`src/rtl/irq_edge_mux_pkg.sv`:
```
package irq_edge_mux_pkg;

  typedef enum logic [1:0] {
    ADDR_EDGE  = 2'd0,
    ADDR_ROUTE = 2'd1,
    ADDR_POL   = 2'd2,
    ADDR_FLAG  = 2'd3
  } reg_addr_e;

  // Qualifying-edge test for one synchronized channel.
  function automatic logic edge_hit(input logic both, input logic rise_sel,
                                    input logic cur, input logic prev);
    logic rise;
    logic fall;
    rise = cur & ~prev;
    fall = ~cur & prev;
    if (both) return rise | fall;
    return rise_sel ? rise : fall;
  endfunction

  // Two-way source steering for a shared slot.
  function automatic logic pick(input logic sel, input logic src0, input logic src1);
    return sel ? src1 : src0;
  endfunction

endpackage

```
`src/rtl/irq_pin_edge.sv`:
```
module irq_pin_edge
  import irq_edge_mux_pkg::*;
#(
  parameter int SYNC_STAGES = 2
) (
  input  logic clk,
  input  logic rst_n,
  input  logic pin,
  input  logic both,
  input  logic rise_sel,
  output logic evt
);
  logic [SYNC_STAGES-1:0] sync_q;
  logic                   prev_q;

  always_ff @(posedge clk or negedge rst_n) begin
    if (!rst_n) begin
      sync_q <= '0;
      prev_q <= 1'b0;
    end else begin
      sync_q <= {sync_q[SYNC_STAGES-2:0], pin};
      prev_q <= sync_q[SYNC_STAGES-1];
    end
  end

  assign evt = edge_hit(both, rise_sel, sync_q[SYNC_STAGES-1], prev_q);
endmodule

```
`src/rtl/irq_cfg_regs.sv`:
```
module irq_cfg_regs
  import irq_edge_mux_pkg::*;
#(
  parameter int NUM_PINS = 6,
  parameter int NUM_ROUTE = 2,
  localparam int DATA_W = NUM_PINS + NUM_ROUTE
) (
  input  logic                 clk,
  input  logic                 rst_n,
  input  logic                 we,
  input  logic [1:0]           addr,
  input  logic [DATA_W-1:0]    wdata,
  input  logic [DATA_W-1:0]    flags,
  output logic [DATA_W-1:0]    rdata,
  output logic [NUM_PINS-1:0]  edge_both,
  output logic [NUM_PINS-1:0]  rise_sel,
  output logic [NUM_ROUTE-1:0] pin_route,
  output logic [NUM_ROUTE-1:0] slot_route,
  output logic [DATA_W-1:0]    flag_clr
);
  logic [DATA_W-1:0]    edge_q;
  logic [NUM_PINS-1:0]  rise_q;
  logic [NUM_ROUTE-1:0] route_q;

  always_ff @(posedge clk or negedge rst_n) begin
    if (!rst_n) begin
      edge_q  <= '0;
      rise_q  <= '0;
      route_q <= '0;
    end else if (we) begin
      case (addr)
        ADDR_EDGE:  edge_q  <= wdata;
        ADDR_ROUTE: route_q <= wdata[DATA_W-1 -: NUM_ROUTE];
        ADDR_POL:   rise_q  <= wdata[NUM_PINS-1:0];
        default: ;
      endcase
    end
  end

  assign edge_both  = edge_q[NUM_PINS-1:0];
  assign pin_route  = edge_q[DATA_W-1 -: NUM_ROUTE];
  assign rise_sel   = rise_q;
  assign slot_route = route_q;
  assign flag_clr   = (we && addr == ADDR_FLAG) ? ~wdata : '0;

  always_comb begin
    case (addr)
      ADDR_EDGE:  rdata = edge_q;
      ADDR_ROUTE: rdata = {route_q, {NUM_PINS{1'b0}}};
      ADDR_POL:   rdata = {{NUM_ROUTE{1'b0}}, rise_q};
      default:    rdata = flags;
    endcase
  end
endmodule

```
`src/rtl/irq_flag_bank.sv`:
```
module irq_flag_bank #(
  parameter int NUM_SLOTS = 8
) (
  input  logic                 clk,
  input  logic                 rst_n,
  input  logic [NUM_SLOTS-1:0] set_evt,
  input  logic [NUM_SLOTS-1:0] clr,
  output logic [NUM_SLOTS-1:0] flag
);
  for (genvar s = 0; s < NUM_SLOTS; s++) begin : g_slot
    always_ff @(posedge clk or negedge rst_n) begin
      if (!rst_n)          flag[s] <= 1'b0;
      else if (set_evt[s]) flag[s] <= 1'b1;
      else if (clr[s])     flag[s] <= 1'b0;
    end
  end
endmodule

```
`src/rtl/irq_edge_mux.sv`:
```
module irq_edge_mux
  import irq_edge_mux_pkg::*;
#(
  parameter int NUM_PINS    = 6,
  parameter int SYNC_STAGES = 2,
  localparam int NUM_SHARED = 2,
  localparam int NUM_DED    = NUM_PINS - NUM_SHARED,
  localparam int NUM_PERI   = 2,
  localparam int NUM_SLOTS  = NUM_PINS + NUM_PERI,
  localparam int DATA_W     = NUM_SLOTS
) (
  input  logic                  clk,
  input  logic                  rst_n,
  input  logic [NUM_PINS-1:0]   ext_pin,
  input  logic [NUM_SHARED-1:0] sio_req,
  input  logic [NUM_PERI-1:0]   tmr_req,
  input  logic [NUM_PERI-1:0]   bcol_req,
  input  logic                  reg_we,
  input  logic [1:0]            reg_addr,
  input  logic [DATA_W-1:0]     reg_wdata,
  output logic [DATA_W-1:0]     reg_rdata,
  output logic [NUM_SLOTS-1:0]  irq_flag
);
  // Named internal events, observed by the bound checker.
  logic [NUM_PINS-1:0]   ext_evt;
  logic [NUM_SLOTS-1:0]  slot_evt;
  logic [NUM_SLOTS-1:0]  flag_clr;
  logic [NUM_PINS-1:0]   edge_both;
  logic [NUM_PINS-1:0]   rise_sel;
  logic [NUM_SHARED-1:0] pin_route;
  logic [NUM_PERI-1:0]   slot_route;

  irq_cfg_regs #(.NUM_PINS(NUM_PINS), .NUM_ROUTE(NUM_SHARED)) u_regs (
    .clk        (clk),
    .rst_n      (rst_n),
    .we         (reg_we),
    .addr       (reg_addr),
    .wdata      (reg_wdata),
    .flags      (irq_flag),
    .rdata      (reg_rdata),
    .edge_both  (edge_both),
    .rise_sel   (rise_sel),
    .pin_route  (pin_route),
    .slot_route (slot_route),
    .flag_clr   (flag_clr)
  );

  for (genvar i = 0; i < NUM_PINS; i++) begin : g_pin
    irq_pin_edge #(.SYNC_STAGES(SYNC_STAGES)) u_edge (
      .clk      (clk),
      .rst_n    (rst_n),
      .pin      (ext_pin[i]),
      .both     (edge_both[i]),
      .rise_sel (rise_sel[i]),
      .evt      (ext_evt[i])
    );
    if (i < NUM_DED) begin : g_ded
      assign slot_evt[i] = ext_evt[i];
    end else begin : g_shr
      assign slot_evt[i] = pick(pin_route[i-NUM_DED], sio_req[i-NUM_DED], ext_evt[i]);
    end
  end

  for (genvar j = 0; j < NUM_PERI; j++) begin : g_peri
    assign slot_evt[NUM_PINS+j] = pick(slot_route[j], tmr_req[j], bcol_req[j]);
  end

  irq_flag_bank #(.NUM_SLOTS(NUM_SLOTS)) u_flags (
    .clk     (clk),
    .rst_n   (rst_n),
    .set_evt (slot_evt),
    .clr     (flag_clr),
    .flag    (irq_flag)
  );
endmodule

```
`config.mk`:
```
export PLATFORM = sky130hd
export DESIGN_NAME = irq_edge_mux
export DESIGN_NICKNAME = d
export VERILOG_FILES = /design/src/rtl/irq_edge_mux_pkg.sv /design/src/rtl/irq_pin_edge.sv /design/src/rtl/irq_cfg_regs.sv /design/src/rtl/irq_flag_bank.sv /design/src/rtl/irq_edge_mux.sv
export SDC_FILE = /design/constraint.sdc
export NUM_CORES = 1
export LEC_CHECK = 0
export ABC_CLOCK_PERIOD_IN_PS = 1100
export CORE_MARGIN = 3
export CORE_UTILIZATION = 45
export DETAILED_ROUTE_END_ITERATION = 12
export GPL_ROUTABILITY_DRIVEN = 0
export PLACE_DENSITY = 0.75
export SLEW_MARGIN = 20
export SYNTH_ARGS = -nofsm -noshare
export SYNTH_HDL_FRONTEND = slang
export SYNTH_SLANG_ARGS = --single-unit
```
`constraint.sdc`:
```
create_clock -name clk -period 1.1 [get_ports clk]
set_input_delay 0.22 -clock clk [delete_from_list [all_inputs] [get_ports clk]]
set_output_delay 0.22 -clock clk [all_outputs]
set_load 0.01 [all_outputs]
```
# After elaboration in Yosys (flattened, before gate mapping)

Cells that the tools add are included.

Add/subtract/negate cells: 0
Multiply operators: 0
Div/mod/pow operators: 0
Magnitude comparators: 0
Eq/ne operators: 3
Shift operators: 0
Muxes and demuxes: 46
Bitwise logic cells: 31
Reductions and logical operators: 13

Operator list:

| kind                 | number |
|---|---|
| $mux W1              | 44 |
| $pmux W8 S3          | 1 |
| $reduce_bool A2 Y1   | 8 |
| $and A1 B1 Y1        | 12 |
| $not A1 Y1           | 12 |
| $mux W8              | 1 |
| $not A8 Y8           | 1 |
| $or A1 B1 Y1         | 6 |
| $reduce_and A2 Y1    | 3 |
| $eq A2 B2 Y1 const B | 2 |
| $eq A2 B1 Y1 const B | 1 |
| $logic_not A2 Y1     | 1 |
| $logic_and A1 B1 Y1  | 1 |

Flip-flop bits (word level): 42
Bits in latches: 0
Memory bits (writable): 0
Bits in read-only memories: 0
Input bits: 25
Output and inout port bits: 16
Logic and storage cells: 116
Memories: 0

# Logic depth before layout (Yosys ltp)

Gate-level depths: netlist of run 1.

Word-level depth: 7
Mapped depth: 5
Gate-level depth less buffers: 5

# Modules after synthesis

From an unflattened synthesis of run 1, not the netlist that was laid out.

Cells, all modules: 147
Area total of the unflattened synthesis: 1960.6 um^2

Modules (own cells, without submodules):

| module        | times used | cells an instance | area an instance (um^2) | seq. area each (um^2) |
|---|---|---|---|---|
| irq_cfg_regs  | 1          | 65                | 844.6                   | 400.4 |
| irq_pin_edge  | 6          | 9                 | 127.6                   | 75.1 |
| irq_flag_bank | 1          | 24                | 290.3                   | 200.2 |
| irq_edge_mux  | 1          | 4                 | 60.1                    | 0.0 |

# Worst setup path before layout of run 1

Ideal clock, no wire load.

Path kind: flip-flop to flip-flop
From: register g_pin[4].u_edge.prev_q
To: register u_flags.flag[4]
Library setup time: 128 ps
Data arrival time: 1012 ps
Data required time: 972 ps
Slack: -40 ps
Cell stages (with the launch flop): 5
Buffers on the path: 0
Period minus slack after synthesis: 1140 ps
Path through: dfrtp_1 -> ha_1 -> mux2_2 -> o211ai_1 -> nand3_1

Cells in the longest elaborated chain, start to end: 7
Elaborated cells between the ends (all ways): 10
Those cells by class: mux: 5; bitwise: 4; reduce/logical: 1

RTL lines:

| element                                              | line                   | source |
|---|---|---|
| start: declaration                                   | irq_pin_edge.sv:14     | `logic prev_q;` |
| start signal: assignment                             | irq_pin_edge.sv:22     | `prev_q <= sync_q[SYNC_STAGES-1];` |
| $not A1 Y1                                           | irq_edge_mux_pkg.sv:15 | `rise = cur & ~prev;` |
| $and A1 B1 Y1                                        | irq_edge_mux_pkg.sv:15 |  |
| $or A1 B1 Y1                                         | irq_edge_mux_pkg.sv:17 | `if (both) return rise \| fall;` |
| $mux W1                                              | irq_edge_mux_pkg.sv:17 |  |
| $mux W1 *                                            | irq_edge_mux_pkg.sv:18 | `return rise_sel ? rise : fall;` |
| $mux W1 *                                            | irq_edge_mux_pkg.sv:23 | `return sel ? src1 : src0;` |
| $mux W1 / $reduce_bool A2 Y1 (equally long branches) | --                     |  |
| end signal: indexed assignment                       | irq_flag_bank.sv:12    | `if (!rst_n) flag[s] <= 1'b0;` |
| end signal: indexed assignment                       | irq_flag_bank.sv:13    | `else if (set_evt[s]) flag[s] <= 1'b1;` |
| end signal: indexed assignment                       | irq_flag_bank.sv:14    | `else if (clr[s]) flag[s] <= 1'b0;` |
| end: declaration                                     | irq_flag_bank.sv:8     | `output logic [NUM_SLOTS-1:0] flag` |

Every way passes the cells marked *; elsewhere a longest branch is shown, timed or not. The select of a mux whose other input is x is not followed.
A chain may end at the register's enable or synchronous reset.

# Worst setup path after layout of run 1

From: register u_regs.rise_q[3], in the netlist u_regs.rise_sel[3]
To: output reg_rdata[3]

Cells in the longest elaborated chain, start to end: 1

RTL lines:

| element                  | line               | source |
|---|---|---|
| start: declaration       | irq_cfg_regs.sv:22 | `logic [NUM_PINS-1:0] rise_q;` |
| start signal: assignment | irq_cfg_regs.sv:34 | `ADDR_POL: rise_q <= wdata[NUM_PINS-1:0];` |
| $pmux W8 S3              | irq_cfg_regs.sv:47 | `case (addr)` |
| end: declaration         | irq_edge_mux.sv:21 | `output logic [DATA_W-1:0] reg_rdata,` |

Every way passes these cells.

==> flow_summary.toml, run 1 <==
[run]
cap_violations = 0

[setup_path]
crit_type = "flip-flop to output port"
cp_max_fo = 2
worst_setup_path_end_kind = "output port"
cp_top_family = "flip-flops"
critPathMaxStageDelay_ps = 380
r2r-end = "u_flags.flag[4]$_DFFE_PN0P_"
crit_slowest_cell = "dfrtp_1"
worstReg2RegStart = "g_pin[4].u_edge.sync_q[1]$_DFF_PN0_"
crit_buf_inv = 1
required_ps = 880
worstPathCellList = "mux2_4, a22o_1, buf_2"
crit_path_start = "u_regs.rise_sel[3]$_DFFE_PN0P_"
arrival_ps = 1290
rr_worst_depth = 5
crit_path_start_kind = "flip-flop"
r2r_setup_slack_ps = -220

[clock_tree]
clk_latency_ps = 280
cts-buffers-inserted = 5
cts_root_buffer = "clkbuf_8"
cts.clk_slew.worst_paths_ps = 70
cts_buffer_depth = 2
cts_tree = "done"
htree_levels = 2
numClockSinks = 42

[synthesis]
synth-seq-cells = 42
netlist-cell-type-count = 18
synth.avg_cell_area_um2 = 13.0
ys_seq_area_share_pct = 55.3
ys_warn_count = 0
syn_area_um2 = 1900
syn_nets = 183
syn_inst = 146

[finish]
fin_area_um2 = 2920
antenna_cells = 0
fillers = 282
layout_commonest_cell = "dfrtp_1"
final_cell_mix = "dfrtp_1, buf_4, buf_6"
syn_to_final_growth_pct = 53.6
multi_input_area_um2 = 855
drive_gt1_share_pct = 49.8
regArea_um2 = 1050
nets = 277
layoutNonFillerInstCount = 289

[floorplanning]
core_um2 = 4030
dieArea_um2 = 5040
die_y_um = 71.0
fp.dieW_um = 71.0
io_pins = 41
num_rows = 23
start_util_pct = 47.2

[timing]
post-route-min-period_ps = 1510
rsz0062_at_grt = "yes"
fin_crit_sh_pct = 137
fmax_mhz = 662
hold_viol = 0
maxSlewHeadroom_pct = 83.7
slew_violations = 0
fin_hold_ws_ps = 356
finClkSkew_ps = 0.915
finalSetupViolCount = 22
worst_pin_slew_ps = 243
fin_ws_ps = -410

[outcome]
status = "complete, but fails checks"
violations = "negative setup slack"

[placement]
io_buffers = 40
dp_hpwl_um = 3020
dp_cells = 265
dp_slack_ps = -1040
placed_area_um2 = 2610

[pwr]
powerDensity_nw_per_um2 = 1360
power_mw = 3.96
p_leak_nw = 1.38
ir_worst_vdd_v = 0.000822

[detailed_routing]
wl_um = 4710
first_iter_violations = 77
drtAntennaViolNets = 0
drc = 0
drt-vias-per-instance = 5.05
first_pass_iters = 4
vias = 1459
wl_per_cell_um = 16.3

[grt]
grt_pass1_wl_um = 7700
grt_pass1_vias = 1602
grt_max_degree = 43
antenna_found_initial = 0
grt-ovfl-total = 0
grt_usage_pct = 19.5

[hold_path]
worstHoldPathType = "flip-flop to flip-flop"
min_delay_worst_endpoint = "g_pin[5].u_edge.sync_q[1]$_DFF_PN0_"
min_path_cells = 0
worstHoldStart = "g_pin[5].u_edge.sync_q[0]$_DFF_PN0_"
-- worst register-to-register path, cell delays in order (launching register included) --
cell	delay, ps
dfrtp_1	370
inv_1	60
ha_2	160
mux2_4	270
o211ai_1	230
nand3_1	110
-- repair_timing --
action,in CTS,in global routing
gates cloned,1,0
hold buffers,1,0
pin swaps,9,11
endpoints found under the setup margin,40,29
hold endpoints to repair,42,0
setup buffers,9,13
gates resized for setup,116,15
-- kinds of logic after synthesis --
family | count (synthesis) | synth area share, %
multiplexers | 32 | 20.3
buffers and inverters | 15 | 3.55
AND/OR/NAND/NOR | 23 | 5.79
adder cells (fa/ha/maj) | 12 | 7.89
AO/OA/AOI/OAI | 22 | 7.24
flip-flops | 42 | 55.3
-- routing by layer --
layer / global-route usage, % / part of all wire (%) / vias up
met3: 5.68 / 4.4 / 10
met1: 22.0 / 39 / 721
li1: - / - / 687
met4: 6.89 / 1.9 / 0
met5: 0 / 0 / -
met2: 34.8 / 54 / 41
-- report_power, final --
part / switching (mW) / total [mW] / internal (mW)
clock: 0.471 / 0.954 / 0.484
sequential: 0.0981 / 1.81 / 1.71
combinational: 0.451 / 1.20 / 0.745
total: 1.02 / 3.96 / 2.94
-- registers in the layout (all words and copies together), names as in the netlist --
| name | cells |
|---|---|
| g_pin.u_edge.sync_q | 12 |
| u_flags.flag | 8 |
| u_regs.edge_q | 8 |
| g_pin.u_edge.prev_q | 6 |
| u_regs.rise_sel | 6 |
| u_regs.slot_route | 2 |
-- worst max-delay path by stage --
stage               depth (start not counted)                           to  slack (ps)
finish                                      3                 reg_rdata[3]        -410
global route                                3                 reg_rdata[3]        -460
CTS                                         3                 reg_rdata[3]        -430
detailed placement                          5                 reg_rdata[0]       -1040
global placement                            5                 reg_rdata[1]       -1000
floorplan                                   4  u_flags.flag[4]$_DFFE_PN0P_         -40
-- per-stage QoR --
step | util [%] | setup TNS (ps)
4_1_cts | 69.9 | -4220
2_1_floorplan | - | -95.2
3_5_place_dp | 64.8 | -22950
6_report | 72.5 | -3650
3_3_place_gp | 64.8 | -22150
5_1_grt | 72.5 | -4730
-- cell usage after synthesis (all sizes together) --
master | n | area share, %
buf | 2 | 0.99
o21ai | 14 | 3.7
mux2 | 28 | 18
inv | 12 | 2.4
nand2b | 2 | 0.66
nor2 | 1 | 0.33
mux2i | 4 | 2.1
a22o | 6 | 2.8
dfrtp | 42 | 55
nand3 | 5 | 1.3
and2 | 1 | 0.33
o211ai | 2 | 0.79
nand3b | 2 | 0.79
ha | 12 | 7.9
clkbuf | 1 | 0.20
nand2 | 12 | 2.4
-- final cells by class --
| type | count | area share, % |
|---|---|---|
| flip-flops and latches | 42 | 36.0 |
| multi-input cells | 89 | 29.3 |
| repair buffers | 90 | 28.2 |
| clock buffers | 6 | 2.83 |
| well taps | 50 | 2.14 |
| inverters | 12 | 1.54 |
No activity file was read; power rests on OpenSTA's default activity.
==> run 2: changes to the inputs <==
Settings changed: CAP_MARGIN set to 20, SLEW_MARGIN 20 to not set.
==> results of run 2 <==
Same layout as run 1: the final DEF is identical, and so are final timing and power.
